File: src/rtl/wpseq_pkg.sv
package wpseq_pkg;
  parameter int AW       = 13;
  parameter int DW       = 8;
  parameter int SEQ_LEN  = 6;
  parameter int HOLD_MAX = 2;
  parameter int STW      = $clog2(SEQ_LEN);
  parameter int HCW      = $clog2(HOLD_MAX + 1);

  parameter logic [AW-1:0] KEY_ADDR_HI = 13'h1555;
  parameter logic [AW-1:0] KEY_ADDR_LO = 13'h0AAA;
  parameter logic [DW-1:0] KEY_D_FIRST = 8'hAA;
  parameter logic [DW-1:0] KEY_D_SECOND = 8'h55;
  parameter logic [DW-1:0] KEY_D_ARM   = 8'hA0;
  parameter logic [DW-1:0] KEY_D_EXT   = 8'h80;
  parameter logic [DW-1:0] KEY_D_OFF   = 8'h20;

  typedef struct packed {
    logic [AW-1:0] addr;
    logic [DW-1:0] data;
  } wr_t;
endpackage

File: src/rtl/wpseq_match.sv
module wpseq_match
  import wpseq_pkg::*;
(
  input  logic [STW-1:0] step,
  input  wr_t            wr,
  output logic           hit_step,
  output logic           hit_arm,
  output logic           hit_ext
);
  logic [AW-1:0] want_a;
  logic [DW-1:0] want_d;

  // Expected byte for each position of the six-write string;
  // position 2 forks into arm or extend and is handled apart.
  always_comb begin
    want_a = KEY_ADDR_HI;
    want_d = KEY_D_FIRST;
    case (step)
      STW'(1), STW'(4): begin want_a = KEY_ADDR_LO; want_d = KEY_D_SECOND; end
      STW'(5):          begin want_a = KEY_ADDR_HI; want_d = KEY_D_OFF;    end
      default:          begin want_a = KEY_ADDR_HI; want_d = KEY_D_FIRST;  end
    endcase
  end

  assign hit_step = (step != STW'(2)) && (wr.addr == want_a) && (wr.data == want_d);
  assign hit_arm  = (step == STW'(2)) && (wr.addr == KEY_ADDR_HI) && (wr.data == KEY_D_ARM);
  assign hit_ext  = (step == STW'(2)) && (wr.addr == KEY_ADDR_HI) && (wr.data == KEY_D_EXT);
endmodule

File: src/rtl/wpseq_hold.sv
module wpseq_hold #(
  parameter int DEPTH = 2,
  parameter int W     = 21,
  localparam int CW   = $clog2(DEPTH + 1)
) (
  input  logic          clk,
  input  logic          rst_n,
  input  logic          push,
  input  logic [W-1:0]  push_d,
  input  logic          pop,
  input  logic          clear,
  output logic [W-1:0]  head,
  output logic [CW-1:0] cnt
);
  logic [DEPTH-1:0][W-1:0] slot;
  logic [CW-1:0]           cnt_q;

  always_ff @(posedge clk or negedge rst_n) begin
    if (!rst_n)     cnt_q <= '0;
    else if (clear) cnt_q <= '0;
    else if (push)  cnt_q <= cnt_q + CW'(1);
    else if (pop)   cnt_q <= cnt_q - CW'(1);
  end

  always_ff @(posedge clk or negedge rst_n) begin
    if (!rst_n) begin
      slot <= '0;
    end else begin
      for (int i = 0; i < DEPTH; i++) begin
        if (push && cnt_q == CW'(i))
          slot[i] <= push_d;
        else if (pop)
          slot[i] <= (i == DEPTH - 1) ? '0 : slot[(i + 1) % DEPTH];
      end
    end
  end

  assign head = slot[0];
  assign cnt  = cnt_q;
endmodule

File: src/rtl/wp_cmd_seq.sv
module wp_cmd_seq
  import wpseq_pkg::*;
(
  input  logic          clk,
  input  logic          rst_n,
  input  logic          in_valid,
  output logic          in_ready,
  input  logic [AW-1:0] in_addr,
  input  logic [DW-1:0] in_data,
  output logic          out_valid,
  input  logic          out_ready,
  output logic [AW-1:0] out_addr,
  output logic [DW-1:0] out_data,
  input  logic          load_done,
  output logic          prot_on,
  output logic          wr_permit
);
  logic           prot_q, prot_n;
  logic           win_q, win_n;
  logic           drain_q, drain_n;
  logic           pass_q, pass_n;
  logic [STW-1:0] step_q, step_n;

  wr_t            wr_in, head, out_w;
  logic           hit_step, hit_arm, hit_ext;
  logic           push, pop, clear;
  logic [HCW-1:0] hcnt;

  assign wr_in = '{addr: in_addr, data: in_data};

  wpseq_match u_match (
    .step     (step_q),
    .wr       (wr_in),
    .hit_step (hit_step),
    .hit_arm  (hit_arm),
    .hit_ext  (hit_ext)
  );

  wpseq_hold #(.DEPTH(HOLD_MAX), .W($bits(wr_t))) u_hold (
    .clk    (clk),
    .rst_n  (rst_n),
    .push   (push),
    .push_d (wr_in),
    .pop    (pop),
    .clear  (clear),
    .head   (head),
    .cnt    (hcnt)
  );

  always_comb begin
    prot_n    = prot_q;
    win_n     = win_q;
    drain_n   = drain_q;
    pass_n    = pass_q;
    step_n    = step_q;
    in_ready  = 1'b0;
    out_valid = 1'b0;
    out_w     = wr_in;
    push      = 1'b0;
    pop       = 1'b0;
    clear     = 1'b0;

    if (drain_q) begin
      // release held command bytes, oldest first
      out_valid = 1'b1;
      out_w     = head;
      pop       = out_ready;
      if (out_ready && hcnt == HCW'(1)) begin
        drain_n = 1'b0;
        pass_n  = 1'b1;
        step_n  = '0;
      end
    end else if (win_q || pass_q) begin
      out_valid = in_valid;
      in_ready  = out_ready;
      if (pass_q && in_valid && out_ready) pass_n = 1'b0;
    end else if (in_valid) begin
      if (hit_arm) begin
        in_ready = 1'b1;
        prot_n   = 1'b1;
        win_n    = 1'b1;
        step_n   = '0;
        clear    = 1'b1;
      end else if (hit_ext) begin
        in_ready = 1'b1;
        step_n   = STW'(3);
        clear    = 1'b1;
      end else if (hit_step) begin
        in_ready = 1'b1;
        push     = !prot_q && (step_q < STW'(HOLD_MAX));
        if (step_q == STW'(SEQ_LEN - 1)) begin
          prot_n = 1'b0;
          step_n = '0;
        end else begin
          step_n = step_q + STW'(1);
        end
      end else if (prot_q) begin
        in_ready = 1'b1;
        step_n   = '0;
      end else if (hcnt != '0) begin
        drain_n = 1'b1;
      end else if (step_q != '0) begin
        step_n = '0;
        pass_n = 1'b1;
      end else begin
        out_valid = 1'b1;
        in_ready  = out_ready;
      end
    end

    if (win_q && load_done) win_n = 1'b0;
  end

  always_ff @(posedge clk or negedge rst_n) begin
    if (!rst_n) begin
      prot_q  <= 1'b0;
      win_q   <= 1'b0;
      drain_q <= 1'b0;
      pass_q  <= 1'b0;
      step_q  <= '0;
    end else begin
      prot_q  <= prot_n;
      win_q   <= win_n;
      drain_q <= drain_n;
      pass_q  <= pass_n;
      step_q  <= step_n;
    end
  end

  assign out_addr  = out_w.addr;
  assign out_data  = out_w.data;
  assign prot_on   = prot_q;
  assign wr_permit = !prot_q || win_q;
endmodule

File: config.mk
export PLATFORM = sky130hd
export DESIGN_NAME = wp_cmd_seq
export DESIGN_NICKNAME = d
export VERILOG_FILES = /design/src/rtl/wpseq_pkg.sv /design/src/rtl/wpseq_match.sv /design/src/rtl/wpseq_hold.sv /design/src/rtl/wp_cmd_seq.sv
export SDC_FILE = /design/constraint.sdc
export NUM_CORES = 1
export LEC_CHECK = 0
export BUFFER_PORTS_ARGS = -buffer_cell sky130_fd_sc_hd__buf_2
export CELL_PAD_IN_SITES_DETAIL_PLACEMENT = 2
export CELL_PAD_IN_SITES_GLOBAL_PLACEMENT = 2
export CORE_MARGIN = 8
export CORE_UTILIZATION = 38
export DETAILED_ROUTE_END_ITERATION = 8
export HOLD_SLACK_MARGIN = 0.12
export PLACE_DENSITY_LB_ADDON = 0.1
export SLEW_MARGIN = 20
export SYNTH_ARGS = -nofsm -noshare
export SYNTH_HDL_FRONTEND = slang
export SYNTH_SLANG_ARGS = --single-unit
File: constraint.sdc
create_clock -name clk -period 3.95 [get_ports clk]
set_input_delay 0.1975 -clock clk [delete_from_list [all_inputs] [get_ports clk]]
set_output_delay 0.1975 -clock clk [all_outputs]
set_load 0.05 [all_outputs]
==> impl_metrics.py <==
metrics = {
    "setup_path": {
        "worstSetupStartpointType": "flip-flop",
        "worstPathArrival_ps": 2660,
        "crit_path_end_kind": "output port",
        "setup.worst_path.start": "step_q[1]$_DFFE_PN0P_",
        "critPathKind": "reg -> out",
        "cp_max_fo": 11,
        "critPathRequiredTime_ps": 3750,
        "crit-reg2reg-launch": "step_q[1]$_DFFE_PN0P_",
    },
    "global_route": {
        "grt_max_degree": 52,
        "grt_pass1_vias": 2422,
        "grt.busiest_layer": "met2",
        "grt_first_pass_wirelength_um": 13120,
        "grt_usage_pct": 16.78,
        "antenna_found_initial": 0,
        "grt_overflow_total": 0,
        "gr-usage-met1_pct": 20.98,
        "gr-usage-met2_pct": 28.64,
        "use_met3_pct": 3.876,
    },
    "power": {
        "irDropWorstVdd_mv": 0.1402,
        "p_sw_w": 0.0002690,
        "seqPwrFrac_pct": 54.8,
        "p_comb_share_pct": 11.7,
        "internal_power_w": 0.0006826,
        "p_clk_share_pct": 33.5,
        "p_leak_nw": 1.624,
        "powerDensity_mw_per_mm2": 315.2,
        "p_sw_share_pct": 28.27,
    },
    "sta": {
        "hold_viol": 0,
        "slew_violations": 0,
        "fin_crit_ps": 2853,
        "min_period_over_period_pct": 72.22,
        "rsz0062_at_grt": "false",
        "max_slew_margin_pct": 55.65,
        "fin_setup_tns_ps": 0,
        "worst_pin_slew_ps": 665.3,
        "setup_violations": 0,
        "fin_worst_skew_ps": 6.249,
        "fmax_mhz": 350.6,
    },
    "cells_and_area": {
        "fin_cells": 359,
        "n_antenna_cell": 0,
        "drive_gt1_share_pct": 32.26,
        "n_fill_cell": 719,
        "synthToLayoutAreaGrowth_pct": 15.12,
        "fin_nets": 306,
    },
    "routing": {
        "vias_per_cell": 5.972,
        "drtIter0Drc": 78,
        "wl_um": 7798,
        "drt_pass1_iterations": 4,
        "drcViolationCount": 0,
        "ant_nets": 0,
        "wire_per_inst_um": 21.72,
        "via_count": 2144,
    },
    "clock_network": {
        "cts_root_buf": "clkbuf_8",
        "cts-resized-gates": 0,
        "cts_hold_buffers": 2,
        "tritoncts": "yes",
        "htree_levels": 2,
        "cts_max_path_buffers": 2,
        "post-cts-setup-buffers": 0,
        "clk_pin_slew_ps": 100,
        "cts_buffers": 5,
        "cts_sinks": 51,
        "insertion_delay_ps": 310,
    },
    "floorplanning": {
        "die_x_um": 99.08,
        "coreArea_mm2": 0.006719,
        "die_y_um": 99.08,
        "rows": 30,
        "dieArea_mm2": 0.009816,
        "ios": 51,
        "start_util_pct": 39.03,
    },
    "place": {
        "dp_hpwl_um": 5674,
        "dpl.cell_count": 349,
        "gp_congestion": 0.8526,
        "portBuffers": 50,
    },
    "run_status": {
        "status": "finished, final reports clean",
    },
    "synthesis": {
        "synth_area_mm2": 0.002623,
        "syn_avg_cell_area_um2": 11.30,
        "ys_ff_latch": 51,
        "synth_flop_cell": "dfrtp_1",
        "yosysSeqAreaShare_pct": 48.66,
        "yosysWarnings": 0,
        "synth_nets": 260,
        "synthArstFlopShare_pct": 100.0,
        "synth_edf_count": 0,
        "ys_types": 45,
        "synth_cells": 232,
    },
    "min_path": {
        "hp-class": "in -> reg",
        "hold_path_startpoint": "in_valid",
    },
    "flow_run": {
        "maxCapViolations": 0,
    },
}
==> cells in the mapped netlist (2+ instances only) <==
library cell / n / area (µm²)
nor2b_1: 3 / 18.77
nor3_1: 5 / 25.02
a21o_1: 21 / 157.7
nor2_1: 10 / 37.54
o211ai_1: 3 / 22.52
o22ai_1: 2 / 12.51
ha_1: 2 / 25.02
o21ai_0: 6 / 30.03
mux2i_1: 2 / 20.02
buf_6: 3 / 33.78
nand3b_1: 2 / 15.01
buf_2: 7 / 35.03
o31ai_1: 2 / 15.01
nand3_1: 5 / 25.02
nand2_1: 10 / 37.54
and3_1: 8 / 50.05
dfrtp_1: 51 / 1276
mux2_4: 2 / 30.03
inv_1: 7 / 26.28
clkbuf_1: 4 / 15.01
or2_2: 2 / 12.51
a221o_1: 22 / 220.2
or4_1: 3 / 22.52
a21oi_1: 6 / 30.03
buf_1: 3 / 11.26
a22o_1: 2 / 17.52
mux2_2: 20 / 225.2
nor4bb_1: 2 / 20.02
==> through the flow <==
step	setup WS [ps]	utilization (%)	power, W	area [µm²]	hold slack [ps]
6_report	1097	44.93	0.0009516	3019	230.4
4_1_cts	1086	44.93	0.0009669	3019	224.1
3_3_place_gp	1439	43.28	0.0006438	2908	361.7
3_5_place_dp	1434	43.28	0.0006439	2908	367.8
5_1_grt	956.9	44.93	0.0009863	3019	238.9
2_1_floorplan	1237	-	0.0005957	2623	-98.09
==> power groups by stage <==
stage	Clock, W	Combinational, W	Sequential (W)
after floorplan	0	0.0000635	0.000532
after global placement	0	0.000112	0.000532
after detailed placement	0	0.000112	0.000532
after CTS	0.000331	0.000114	0.000522
after global routing	0.000345	0.000120	0.000522
final	0.000318	0.000111	0.000522
==> worst max-delay path, cell delays in order (launching register included) <==
cell and delay [ps]:
dfrtp_1 560, nor2b_4 80, a32o_1 270, a221o_1 350, and3_1 270, or2_2 350
o211ai_1 170, buf_2 290
==> routing by layer <==
metal / vias up / wire length (µm)
met5: - / 0
met4: 0 / 60
met3: 6 / 378
met2: 59 / 3945
met1: 1113 / 3413
li1: 966 / -
==> cells in the final DEF, fill, tap and decap left out, types with 6 or more instances in the layout <==
cell / netlist / final
a21o_1: 21 / 21
a21oi_1: 6 / 6
a221o_1: 22 / 22
and3_1: 8 / 8
buf_2: 7 / 50
dfrtp_1: 51 / 51
inv_1: 7 / 7
mux2_2: 20 / 20
nand2_1: 10 / 10
nor2_1: 10 / 10
o21ai_0: 6 / 6
==> logic make-up after synthesis <==
logic type      count (synthesis)  share of synthesized area, %
compound gates                 71                         21.71
xor+xnor                        1                        0.3340
buf+inv                        25                         4.914
simple gates                   58                         12.93
fa+ha+maj                       2                        0.9540
flops                          51                         48.66
mux                            24                         10.50
==> final cells by class <==
cell class,count,area [µm²],share of cell area (%)
inverters,7,26.28,0.8703
clock buffers,5,68.82,2.279
clock inverters,3,22.52,0.7460
flip-flops and latches,51,1276,42.27
multi-input cells,156,1217,40.32
well taps,80,100.1,3.315
repair buffers,57,307.8,10.19
==> final timing paths <==
| path | slack [ps] | depth (start not counted) | endpoint |
|---|---|---|---|
| hold / removal | 230 | 3 | drain_q$_DFF_PN0_ |
| min in group asynchronous | 520 | 3 | u_hold.slot[21]$_DFFE_PN0P_ |
| max in group asynchronous | 2980 | 3 | step_q[1]$_DFFE_PN0P_ |
| setup reg to reg | 1480 | 7 | u_hold.head[2]$_DFFE_PN0P_ |
| hold reg to reg | 490 | 1 | u_hold.slot[34]$_DFFE_PN0P_ |
| setup / recovery | 1100 | 7 | out_valid |
==> flip-flops by register name, summed over array words and instances (netlist names) <==
| signal | cells |
|---|---|
| u_hold.head | 21 |
| drain_q | 1 |
| pass_q | 1 |
| win_q | 1 |
| step_q | 3 |
| u_hold.cnt | 2 |
| u_hold.slot | 21 |
| prot_on | 1 |
Note: power is estimated with default switching activity, not from simulation.
